===== config.mk =====
export PLATFORM = sky130hd
export DESIGN_NAME = stripe_win3_top
export DESIGN_NICKNAME = d
export VERILOG_FILES = /design/src/rtl/stripe_win3_pkg.sv /design/src/rtl/stripe_win3_seq.sv /design/src/rtl/stripe_win3_linebuf.sv /design/src/rtl/stripe_win3_shift.sv /design/src/rtl/stripe_win3_top.sv
export SDC_FILE = /design/constraint.sdc
export NUM_CORES = 1
export LEC_CHECK = 0
export BUFFER_PORTS_ARGS = -buffer_cell sky130_fd_sc_hd__buf_4
export CAP_MARGIN = 30
export CELL_PAD_IN_SITES_DETAIL_PLACEMENT = 1
export CELL_PAD_IN_SITES_GLOBAL_PLACEMENT = 2
export CORE_ASPECT_RATIO = 1.4
export CORE_MARGIN = 2
export CORE_UTILIZATION = 28
export CTS_CLUSTER_DIAMETER = 50
export DETAILED_ROUTE_END_ITERATION = 12
export PLACE_DENSITY_LB_ADDON = 0.1
export SYNTH_ARGS = -nofsm -noshare
export SYNTH_HDL_FRONTEND = slang
export SYNTH_HIERARCHICAL = 1
export SYNTH_SLANG_ARGS = --single-unit
export TNS_END_PERCENT = 50

===== constraint.sdc =====
create_clock -name clk -period 6.39 [get_ports clk]
set_input_delay 0.639 -clock clk [delete_from_list [all_inputs] [get_ports clk]]
set_output_delay 0.639 -clock clk [all_outputs]
set_load 0.01 [all_outputs]

===== src/rtl/stripe_win3_pkg.sv =====
package stripe_win3_pkg;

    // number of core (owned) columns in stripe s
    function automatic int core_cols(input int s, input int img_w, input int sw);
        int rem;
        rem = img_w - s * sw;
        return (rem < sw) ? rem : sw;
    endfunction

    // columns actually streamed for stripe s, overlap included
    function automatic int fetch_cols(input int s, input int img_w, input int sw, input int ns);
        return core_cols(s, img_w, sw) + ((s > 0) ? 1 : 0) + ((s < ns - 1) ? 1 : 0);
    endfunction

    // image column of the first streamed column of stripe s
    function automatic int first_col(input int s, input int sw);
        return s * sw - ((s > 0) ? 1 : 0);
    endfunction

endpackage


===== src/rtl/stripe_win3_seq.sv =====
module stripe_win3_seq
    import stripe_win3_pkg::*;
#(
    parameter int IMG_W = 20,
    parameter int IMG_H = 6,
    parameter int STRIPE_W = 8,
    parameter int NS = 3,
    parameter int SBW = 2,
    parameter int CW = 4,
    parameter int XW = 5,
    parameter int YW = 3
) (
    input  logic           clk,
    input  logic           rst_n,
    input  logic           in_valid,
    output logic [SBW-1:0] cur_stripe,
    output logic [CW-1:0]  cur_col,
    output logic [YW-1:0]  cur_row,
    output logic [XW-1:0]  cur_gx,
    output logic           ctr_ok
);
    typedef struct packed {
        logic [SBW-1:0] stripe;
        logic [YW-1:0]  row;
        logic [CW-1:0]  col;
    } pos_t;

    pos_t pos_d, pos_q;
    int   fw, gx, cx, cs, cw;

    always_comb begin
        pos_d = pos_q;
        fw = fetch_cols(int'(pos_q.stripe), IMG_W, STRIPE_W, NS);
        cs = int'(pos_q.stripe) * STRIPE_W;
        cw = core_cols(int'(pos_q.stripe), IMG_W, STRIPE_W);
        gx = first_col(int'(pos_q.stripe), STRIPE_W) + int'(pos_q.col);
        cx = gx - 1;
        if (in_valid) begin
            if (int'(pos_q.col) == fw - 1) begin
                pos_d.col = '0;
                if (int'(pos_q.row) == IMG_H - 1) begin
                    pos_d.row = '0;
                    pos_d.stripe = (int'(pos_q.stripe) == NS - 1) ? '0 : pos_q.stripe + 1'b1;
                end else begin
                    pos_d.row = pos_q.row + 1'b1;
                end
            end else begin
                pos_d.col = pos_q.col + 1'b1;
            end
        end
        ctr_ok = (int'(pos_q.row) >= 2) && (cx >= cs) && (cx < cs + cw)
                 && (cx >= 1) && (cx <= IMG_W - 2);
        cur_gx = XW'(gx);
    end

    assign cur_stripe = pos_q.stripe;
    assign cur_col    = pos_q.col;
    assign cur_row    = pos_q.row;

    always_ff @(posedge clk or negedge rst_n) begin
        if (!rst_n) pos_q <= '0;
        else        pos_q <= pos_d;
    end


    col_in_fetch_chk: assert property (@(posedge clk) disable iff (!rst_n)
        int'(pos_q.col) < fetch_cols(int'(pos_q.stripe), IMG_W, STRIPE_W, NS));
endmodule


===== src/rtl/stripe_win3_linebuf.sv =====
module stripe_win3_linebuf #(
    parameter int PIX_W = 8,
    parameter int LB_D = 10,
    parameter int CW = 4
) (
    input  logic             clk,
    input  logic             rst_n,
    input  logic             wr_en,
    input  logic [CW-1:0]    col,
    input  logic [PIX_W-1:0] pix,
    output logic [PIX_W-1:0] row_up1,
    output logic [PIX_W-1:0] row_up2
);
    typedef struct packed {
        logic [LB_D-1:0][PIX_W-1:0] up1;
        logic [LB_D-1:0][PIX_W-1:0] up2;
    } lb_t;

    lb_t lb_d, lb_q;

    always_comb begin
        lb_d = lb_q;
        row_up1 = lb_q.up1[col];
        row_up2 = lb_q.up2[col];
        if (wr_en) begin
            lb_d.up2[col] = lb_q.up1[col];
            lb_d.up1[col] = pix;
        end
    end

    always_ff @(posedge clk or negedge rst_n) begin
        if (!rst_n) lb_q <= '0;
        else        lb_q <= lb_d;
    end
endmodule


===== src/rtl/stripe_win3_shift.sv =====
module stripe_win3_shift #(
    parameter int PIX_W = 8,
    parameter int XW = 5,
    parameter int YW = 3
) (
    input  logic               clk,
    input  logic               rst_n,
    input  logic               shift_en,
    input  logic               emit,
    input  logic [PIX_W-1:0]   col_top,
    input  logic [PIX_W-1:0]   col_mid,
    input  logic [PIX_W-1:0]   col_bot,
    input  logic [XW-1:0]      ctr_x,
    input  logic [YW-1:0]      ctr_y,
    output logic               out_valid,
    output logic [XW-1:0]      out_x,
    output logic [YW-1:0]      out_y,
    output logic [9*PIX_W-1:0] out_win
);
    typedef struct packed {
        logic [2:0][2:0][PIX_W-1:0] w;
        logic                       vld;
        logic [XW-1:0]              x;
        logic [YW-1:0]              y;
    } win_t;

    win_t win_d, win_q;

    always_comb begin
        win_d = win_q;
        win_d.vld = shift_en && emit;
        if (shift_en) begin
            for (int r = 0; r < 3; r++) begin
                win_d.w[r][0] = win_q.w[r][1];
                win_d.w[r][1] = win_q.w[r][2];
            end
            win_d.w[0][2] = col_top;
            win_d.w[1][2] = col_mid;
            win_d.w[2][2] = col_bot;
            win_d.x = ctr_x;
            win_d.y = ctr_y;
        end
    end

    always_ff @(posedge clk or negedge rst_n) begin
        if (!rst_n) win_q <= '0;
        else        win_q <= win_d;
    end

    assign out_valid = win_q.vld;
    assign out_x     = win_q.x;
    assign out_y     = win_q.y;
    assign out_win   = win_q.w;


    win_slide_chk: assert property (@(posedge clk) disable iff (!rst_n)
        (win_q.vld && $past(win_q.vld)) |->
            (win_q.w[0][0] == $past(win_q.w[0][1]) && win_q.w[1][1] == $past(win_q.w[1][2])
             && win_q.w[2][0] == $past(win_q.w[2][1])));
endmodule


===== src/rtl/stripe_win3_top.sv =====
module stripe_win3_top
    import stripe_win3_pkg::*;
#(
    parameter int IMG_W = 20,
    parameter int IMG_H = 6,
    parameter int STRIPE_W = 8,
    parameter int PIX_W = 8,
    localparam int NS = (IMG_W + STRIPE_W - 1) / STRIPE_W,
    localparam int LB_D = STRIPE_W + 2,
    localparam int CW = $clog2(LB_D),
    localparam int XW = $clog2(IMG_W),
    localparam int YW = $clog2(IMG_H),
    localparam int SBW = (NS > 1) ? $clog2(NS) : 1
) (
    input  logic               clk,
    input  logic               rst_n,
    input  logic               in_valid,
    input  logic [PIX_W-1:0]   in_pix,
    output logic               out_valid,
    output logic [XW-1:0]      out_x,
    output logic [YW-1:0]      out_y,
    output logic [9*PIX_W-1:0] out_win
);
    logic [SBW-1:0]   stripe;
    logic [CW-1:0]    col;
    logic [YW-1:0]    row;
    logic [XW-1:0]    gx;
    logic             ctr_ok;
    logic [PIX_W-1:0] up1, up2;

    stripe_win3_seq #(.IMG_W(IMG_W), .IMG_H(IMG_H), .STRIPE_W(STRIPE_W), .NS(NS),
                      .SBW(SBW), .CW(CW), .XW(XW), .YW(YW)) seq_i (
        .clk(clk), .rst_n(rst_n), .in_valid(in_valid), .cur_stripe(stripe),
        .cur_col(col), .cur_row(row), .cur_gx(gx), .ctr_ok(ctr_ok));

    stripe_win3_linebuf #(.PIX_W(PIX_W), .LB_D(LB_D), .CW(CW)) lb_i (
        .clk(clk), .rst_n(rst_n), .wr_en(in_valid), .col(col), .pix(in_pix),
        .row_up1(up1), .row_up2(up2));

    stripe_win3_shift #(.PIX_W(PIX_W), .XW(XW), .YW(YW)) sh_i (
        .clk(clk), .rst_n(rst_n), .shift_en(in_valid), .emit(ctr_ok),
        .col_top(up2), .col_mid(up1), .col_bot(in_pix),
        .ctr_x(gx - 1'b1), .ctr_y(row - 1'b1),
        .out_valid(out_valid), .out_x(out_x), .out_y(out_y), .out_win(out_win));


    core_centre_chk: assert property (@(posedge clk) disable iff (!rst_n)
        out_valid |-> (int'(out_x) >= int'($past(stripe)) * STRIPE_W
                       && int'(out_x) < int'($past(stripe)) * STRIPE_W
                                        + core_cols(int'($past(stripe)), IMG_W, STRIPE_W)));

    inside_border_chk: assert property (@(posedge clk) disable iff (!rst_n)
        out_valid |-> (out_x >= 1 && int'(out_x) <= IMG_W - 2
                       && out_y >= 1 && int'(out_y) <= IMG_H - 2));

    emit_after_accept_chk: assert property (@(posedge clk) disable iff (!rst_n)
        out_valid |-> $past(in_valid));

    idle_hold_chk: assert property (@(posedge clk) disable iff (!rst_n)
        !in_valid |=> ($stable(col) && $stable(row) && $stable(stripe)));
endmodule


Word level (Yosys, flattened, before mapping) --
Cells that the tools add are included.
Cells by class: equality and inequality tests 3, $add $sub $neg 13, reduce and logical (&&, ||, !) cells 8, magnitude comparators 10, multiplexer cells 14
Operators with widths (number):
- 80-bit bitwise mux | 2
- 32-bit adder | 2
- 8-bit binary-select mux with 4-bit select | 2
- 32-bit by 2-bit subtractor with 32-bit output, second input constant | 2
- 32-bit by 5-bit adder with 32-bit output | 1
- 6-bit by 32-bit adder with 32-bit output | 1
- 8-bit demux with 4-bit select | 1
- 5-bit by 32-bit equality test with 1-bit output | 1
- 32-bit by 2-bit >= comparator with 1-bit output, second input constant | 1
- 32-bit by 6-bit >= comparator with 1-bit output | 1
- 32-bit by 6-bit <= comparator with 1-bit output, second input constant | 1
- 32-bit < comparator | 1
- 32-bit by 5-bit < comparator with 1-bit output, second input constant | 1
- 32-bit two-way mux | 1
- 6-bit by 32-bit subtractor with 32-bit output | 1
- 8-bit two-way mux | 3
- 1-bit logical AND | 6
- 5-bit by 5-bit subtractor with 6-bit output, first input constant | 1
- 4-bit by 5-bit < comparator with 1-bit output, second input constant | 1
- 5-bit by 1-bit subtractor with 5-bit output, second input constant | 1
- 4-bit by 1-bit adder with 4-bit output, second input constant | 1
- 4-bit by 1-bit >= comparator with 1-bit output, second input constant | 1
- 4-bit two-way mux | 1
- 3-bit by 1-bit adder with 3-bit output, second input constant | 1
- 12 further kinds | 13
Word-level totals: register bits 250, input bits 11, output and inout bits 81, logic and storage cells 83

Depth between registers and ports, before layout --
Gate-level depths: netlist of run 1.
depth in word-level cells 11, depth in mapped cells 17, mapped depth without buffers 17

Cells and area by module --
The synthesis of run 1 kept the hierarchy.
Modules (own cells, without submodules):
- stripe_win3_linebuf | instances 1, area each 7327.0 um2, sequential area each 4003.8 um2, cells each 481
- stripe_win3_shift | instances 1, area each 3402.0 um2, sequential area each 2026.9 um2, cells each 171
- stripe_win3_seq | instances 1, area each 1048.5 um2, sequential area each 225.2 um2, cells each 127
- stripe_win3_top | instances 1, area each 105.1 um2, sequential area each 0.0 um2, cells each 14

Worst setup path after synthesis of run 1 --
No wires, ideal clock.
path kind reg-to-reg, from register seq_i.pos_q (netlist bit seq_i/cur_stripe[0]), to register sh_i.win_q (netlist bit sh_i/out_valid), period minus slack after synthesis 3261 ps, stages on the path, launching flop included 16, setup slack 3129 ps, library setup time 66 ps, buffers on the path 0, data arrival time 3195 ps, required time 6324 ps, cells stage by stage dfrtp_1 -> nor2_1 -> inv_1 -> ha_1 -> inv_1 -> fa_1 -> or2b_2 -> a2111o_1 -> o211ai_2 -> inv_1 -> ha_1 -> nand2_1 -> o41ai_1 -> nand3_1 -> nor4_1 -> and2_1
RTL lines:
- start, declared | line stripe_win3_seq.sv:28 | pos_t pos_d, pos_q;
- start signal, assigned | line stripe_win3_seq.sv:62 | else pos_q <= pos_d;
- end signal, assigned | line stripe_win3_shift.sv:47 | else win_q <= win_d;
- end, declared | line stripe_win3_shift.sv:27 | win_t win_d, win_q;

==> results of run 1 <==
## cells by family after synthesis
logic type	count (synthesis)	share of synthesized area [%]
other cells	1	0.0316
fa+ha+maj	19	2.06
mux	309	32.9
xor+xnor	12	0.948
buf+inv	67	3.80
simple gates	77	4.02
flops	250	52.6
compound gates	58	3.63
## routing by layer
| layer | part of all wire, % | wire length [µm] | GRT usage (%) |
|---|---|---|---|
| met5 | 0 | 0 | 0 |
| met4 | 1.6 | 495 | 3.76 |
| met2 | 52 | 16100 | 26.0 |
| met1 | 42 | 13100 | 17.9 |
| met3 | 3.8 | 1170 | 2.24 |
## layout make-up
type                    instances  area [µm²]
clock inverters                18         251
repair buffers                107         875
multi-input cells             477        5180
fillers                      4344       27800
flip-flops and latches        250        6260
inverters                      22        82.6
well taps                     546         683
clock buffers                  40         840
## synth_stat cells, drive strengths merged
master and count:
o41ai 1, o21a 1, nand3 1, a211oi 1, nand3b 2, ha 18, nand4b 1, dfrtp 250
a21oi 7, mux2i 42, a2111o 1, fa 1, nor4 4, a22o 1, and3b 1, nand2b 4
or3b 2, a31oi 1, nand2 12, nor2b 3, o21ai 7, mux2 251, or2b 3, conb 1
clkbuf 3, or2 1, buf 42, and2 2, a21o 1, nor2 26, a211o 9, or4 1
mux4 16, o22ai 18, xnor2 3, inv 22, o211ai 2, xor2 9, nor3 7, nor4b 1
a221o 8, nand4 3, nor3b 3
## where the power goes
part	internal, µW	switching [µW]	total, µW
combinational	1510	1380	2890
sequential	2220	434	2650
clock	1140	724	1860
total	4870	2540	7400
## registers in the layout, indices dropped and copies added, names as in the netlist
signal / count
seq_i/cur_col: 4
lb_i/lb_q: 160
sh_i/out_win: 72
seq_i/cur_row: 3
seq_i/cur_stripe: 2
sh_i/out_x: 5
sh_i/out_y: 3
sh_i/out_valid: 1
## final timing paths
kind	from	end	slack, ns	cells after the start
worst max-delay path	seq_i/cur_col[1]	sh_i/out_valid	2.59	12
worst min-delay path	rst_n	seq_i/cur_stripe[0]	0.07	1
worst max register to register	seq_i/cur_col[1]	sh_i/out_valid	2.59	12
worst min register to register	lb_i/lb_q[67]	lb_i/lb_q[67]	0.50	1
max in group asynchronous	rst_n	lb_i/lb_q[21]	5.05	2
min in group clk	in_pix[2]	sh_i/out_win[66]	0.40	2
## stage by stage
stage          total power [µW]  cell area [µm²]  instances
3_3_place_gp               5490            13000       1399
5_1_grt                    7910            14200       1460
6_report                   7400            14200       1460
3_5_place_dp               5630            13100       1402
4_1_cts                    7550            14200       1460
2_1_floorplan              4610            11900        794
==> results.yml, run 1 <==
status:
  status: "complete, no violations"
yosys:
  synth_top_area_cell: "dfrtp_1"
  ys_seq_area_share_pct: 52.6
  synth_area_per_cell_um2: 15.0
  synth_seq_cells: 250
  synthCells: 793
  synth_area_leaders: "dfrtp_1 (53%), mux2_2 (16%), mux2_4 (10%), mux2i_1 (3.5%), mux4_2 (3.0%)"
  ys_types: 61
  ys_warn_count: 6
  netlist_area_mm2: 0.0119
  synth_largest_type_area_fraction_pct: 52.6
grt:
  antenna_found_initial: 0
  globalRoute.totalOverflow: 0
  grt_pass1_vias: 7768
  gr-usage-all-layers_pct: 14.5
  grt_pass1_wl_um: 48400
  grt_max_degree: 142
sta:
  fin_crit_sh_pct: 59.5
  period_minus_slack_ns: 3.80
  layout_setup_ws_ns: 2.59
  whs_ns: 0.0726
  grt_setup_unrepaired: "no"
  maxSlewViolCount: 0
  hold_viol: 0
  tns_ns: 0
  worstMarginPinSlew_ns: 0.961
  maxSlewHeadroom_pct: 35.9
  finalSetupViolations: 0
  max_freq_ghz: 0.263
  skew_ns: 0.0144
setup_path:
  crit_arrival_ns: 4.31
  cp_max_fo: 30
  cp_slowest_stage_delay_ns: 0.89
  path_delay_family: "adder cells"
  worstPathCellList: "inv_1 > fa_1 > or2b_2 > a2111o_1 > o211ai_2 > inv_1 > ha_1 > nand2_1 > o41ai_1 > nand3_1 > nor4_1 > and2_1"
  crit_type: "register to register"
  crit_slowest_cell: "dfrtp_2"
  crit_buf_inv: 2
  cp.required_ns: 6.89
  cp-start-kind: "register"
  cpMostUsedCell: "inv_1"
  critPathCaptureType: "register"
finish:
  drive_above_1_share_pct: 49.1
  num_antenna_cells: 0
  final_common_cell: "dfrtp_1"
  final_cell_mix: "dfrtp_1 (248), mux2_2 (171), buf_4 (101)"
  utilization_pct: 33.8
  area_growth_pct: 19.3
  final_nets: 919
detailed_routing:
  avgRoutedWirePerCell_um: 21.2
  drc: 0
  drt-initial-drc-count: 243
  num_vias: 6897
  drt-total-wl_um: 30900
  firstDrtPassIters: 4
  viasPerCell: 4.72
  ant_nets: 0
cts:
  cts_buffers: 31
  post_cts_buffers: 0
  clk_latency_ns: 0.58
  clk_pin_slew_worst_paths_ns: 0.06
  cts_buffer_depth: 3
  clock-sinks: 250
  cts_root_buf: "clkbuf_16"
  htreeDepth: 1
  cts_resized: 0
  holdBufCountCts: 0
  cts_tree: "built"
floorplan:
  fp.dieW_um: 178
  die_h_um: 248
  rows: 89
  initial_core_util_pct: 28.3
  io_pins: 92
  dieArea_mm2: 0.0441
  core_area_mm2: 0.0420
pwr:
  p_leak_uw: 0.00673
  ir_drop_mv: 0.234
  power_density_mw_per_mm2: 522
min_path:
  hold_class: "input port to async pin"
placed_design:
  pre_cts_ws_ns: 2.58
  port_buffers: 91
  hpwl_um: 19900
  gp_congestion: 0.765
job:
  cap_violations: 0
No activity file was read; power rests on OpenSTA's default activity.
==> run 2: changes to the inputs <==
--- a/config.mk
+++ b/config.mk
@@ -5,6 +5,7 @@
 export SDC_FILE = /design/constraint.sdc
 export NUM_CORES = 1
 export LEC_CHECK = 0
+export ABC_AREA = 1
 export BUFFER_PORTS_ARGS = -buffer_cell sky130_fd_sc_hd__buf_4
 export CAP_MARGIN = 30
 export CELL_PAD_IN_SITES_DETAIL_PLACEMENT = 1
==> constraint.sdc (replaced) <==
create_clock -name clk -period 3.4 [get_ports clk]
set_input_delay 0.34 -clock clk [delete_from_list [all_inputs] [get_ports clk]]
set_output_delay 0.34 -clock clk [all_outputs]
set_load 0.01 [all_outputs]
==> run 2 against run 1 <==
Compared with the run above:
- synthesized area increased by 1.2%
- flip-flop and latch count unchanged
- design area increased by 0.28%
- sequential power increased by 79%
- synthesized cell count increased by 86%
- critical endpoint unchanged
- count of clock-buffer cells in the layout increased by 7
- hold slack got worse by 0.032 ns
- clock skew increased by 0.00081 ns
- clock power increased by 91%
- fmax increased by 24%
- combinational power increased by 89%
==> results.yml, run 2 <==
status:
  status: "complete, no violations"
setup_path:
  crit_slowest_cell: "fa_2"
  cp-startpoint: "seq_i/cur_stripe[1]"
  r2r_slack_ns: 0.33
  cp.required_ns: 3.86
  reg2reg_depth: 20
  critPathCaptureType: "register"
  crit_arrival_ns: 3.53
  cpMostUsedCell: "nand2_1"
  cp-endpoint: "sh_i/out_valid"
  timing.rr.start: "seq_i/cur_stripe[1]"
  cp_slowest_stage_delay_ns: 0.57
  worstPathCellList: "nor2_1 > inv_1 > ha_2 > inv_1 > fa_2 > inv_2 > nor3_4 > nand2_1 > nand2_2 > inv_1 > ha_1 > nand2_1 > nand2_1 > nand2_1 > nand2_1 > o21ai_0 > nand2_1 > a21oi_2 > nand2_1 > inv_1"
  cp-start-kind: "register"
  rr_endpoint: "sh_i/out_valid"
  cp_max_fo: 5
  crit_type: "register to register"
pwr:
  power_switching_uw: 5710
  p_clk_share_pct: 25.8
  finalPower_uw: 13800
  p_int_uw: 8060
  sequentialPowerShare_pct: 34.5
  power_frac_comb_pct: 39.6
  p_sw_share_pct: 41.4
  p_leak_uw: 0.00772
  ir_drop_mv: 0.358
  power_density_mw_per_mm2: 968
yosys:
  synth_area_leaders: "dfrtp_1 (52%), nand2_1 (26%), o21ai_1 (2.7%), buf_6 (2.1%), a22oi_1 (2.0%)"
  ys_warn_count: 6
  synth_top_area_cell: "dfrtp_1"
  synth.most_common_cell: "nand2_1"
  netlist_area_mm2: 0.0120
  synth-main-ff-cell: "dfrtp_1"
  synth_area_per_cell_um2: 8.16
  netlist_top_cells_count: "nand2_1 (819), dfrtp_1 (250), o21ai_1 (64)"
  async_reset_ff_share_pct: 100
  ys_seq_area_share_pct: 52.0
  synth_edf_count: 0
  synth_seq_cells: 250
  ys_types: 37
  synthCells: 1473
  synth_largest_type_area_fraction_pct: 52.0
detailed_routing:
  drt-initial-drc-count: 410
  drt-total-wl_um: 37100
  drc: 0
  viasPerCell: 4.51
  ant_nets: 0
  num_vias: 9563
  firstDrtPassIters: 4
  avgRoutedWirePerCell_um: 17.5
job:
  cap_violations: 0
floorplan:
  die_h_um: 249
  dieArea_mm2: 0.0446
  initial_core_util_pct: 28.4
  fp.dieW_um: 179
  rows: 89
  core_area_mm2: 0.0423
  io_pins: 92
cts:
  clock-sinks: 250
  htreeDepth: 2
  cts_buffer_depth: 3
  cts_root_buf: "clkbuf_16"
  clk_latency_ns: 0.54
  clk_pin_slew_worst_paths_ns: 0.06
  cts_tree: "built"
  cts_buffers: 34
sta:
  fin_crit_sh_pct: 90.3
  finalSetupViolations: 0
  worstMarginPinSlew_ns: 0.818
  whs_ns: 0.0408
  hold_viol: 0
  period_minus_slack_ns: 3.07
  maxSlewViolCount: 0
  tns_ns: 0
  max_freq_ghz: 0.326
  skew_ns: 0.0152
  maxSlewHeadroom_pct: 45.5
placed_design:
  gp_congestion: 0.749
  port_buffers: 91
  hpwl_um: 23700
  placed_cell_area_mm2: 0.0131
min_path:
  hold_class: "input port to register"
  hp-start: "in_pix[0]"
grt:
  grt_pass1_vias: 10100
  gr-usage-all-layers_pct: 17.0
  antenna_found_initial: 0
  grt_pass1_wl_um: 59100
  grt_max_degree: 94
  globalRoute.totalOverflow: 0
finish:
  final_cell_mix: "nand2_1 (819), dfrtp_1 (250), buf_4 (104)"
  final_common_cell: "nand2_1"
  largest_reg_flops: 160
  num_antenna_cells: 0
  area_growth_pct: 18.2
  stdcell_area_mm2: 0.0142
  final_nets: 1582
  drive_above_1_share_pct: 15.3
  regMostFlops: "lb_i/lb_q"
  utilization_pct: 33.6
## run 2: cell types whose count changed in the layout (fill, tap and decap cells not counted), moves of 9 or more
cell     change
a211o_1      -9
a22oi_1     +32
inv_1       +30
inv_2       +19
mux2_2     -171
mux2_4      -79
mux2i_1     -42
mux4_2      -16
nand2_1    +807
nand3_1     +34
nor2_4      +11
o21ai_1     +64
o21ai_2     +14
o22ai_1     -16
## run 2: area by class of cell
class | instances | area (µm²)
fill | 5082 | 28100
sequential | 250 | 6260
multi-input combinational | 1082 | 5000
clock buffer | 47 | 980
timing repair buffer | 109 | 866
tap | 546 | 683
inverter | 75 | 295
clock inverter | 11 | 133
## run 2: worst min-delay path by stage
stage	to	slack (ns)	depth (start not counted)
after global placement	sh_i/out_y[1]	0.45	1
after CTS	sh_i/out_win[68]	0.02	3
after detailed placement	sh_i/out_y[1]	0.46	1
after global routing	sh_i/out_win[66]	0.05	3
final	lb_i/lb_q[152]	0.04	3
after floorplan	lb_i/lb_q[0]	0.04	0
## run 2: timing repair
| item | 4_1_cts | 5_1_grt |
|---|---|---|
| hold buffers | 1 | 0 |
| endpoints found under the setup margin | 0 | 1 |
| endpoints found under the hold margin | 88 | 0 |
| gates resized for setup | 0 | 5 |
| setup buffers | 0 | 1 |
## run 2: logic make-up after synthesis
| kind of cell | Yosys count | share of synthesized area [%] |
|---|---|---|
| AO/OA/AOI/OAI | 142 | 7.39 |
| XOR/XNOR | 6 | 0.437 |
| adder cells (fa/ha/maj) | 19 | 2.04 |
| buffers and inverters | 142 | 6.49 |
| flip-flops | 250 | 52.0 |
| other | 1 | 0.0312 |
| AND/OR/NAND/NOR | 913 | 31.6 |
## run 2: metal layers
metal	global-route usage, %	wire length (µm)
met2	29.2	18000
met4	4.59	768
met1	22.4	17000
met5	0	0
met3	2.12	1250
## run 2: per-stage QoR
stage	instances	setup WS, ns
detailed placement	2060	0.196
finish	2120	0.329
floorplan	1474	0.497
CTS	2119	0.185
global placement	2060	0.298
global route	2120	-0.00639
## run 2: worst max-delay path: cells and delay by family (launching register included)
kind / cells / cell delay, ns
DFF: 1 / 0.41
and+or+nand+nor: 10 / 0.87
buffers and inverters: 5 / 0.37
AOI/OAI and AO/OA: 2 / 0.29
adders and majority gates: 3 / 1.06
## run 2: power groups by stage
stage / registers [µW] / clock network, µW / logic [µW]
final: 4750 / 3560 / 5460
after global routing: 4900 / 3800 / 6260
after CTS: 4760 / 3720 / 5590
after detailed placement: 4790 / 0 / 5560
after global placement: 4780 / 0 / 5490
after floorplan: 4780 / 0 / 3750
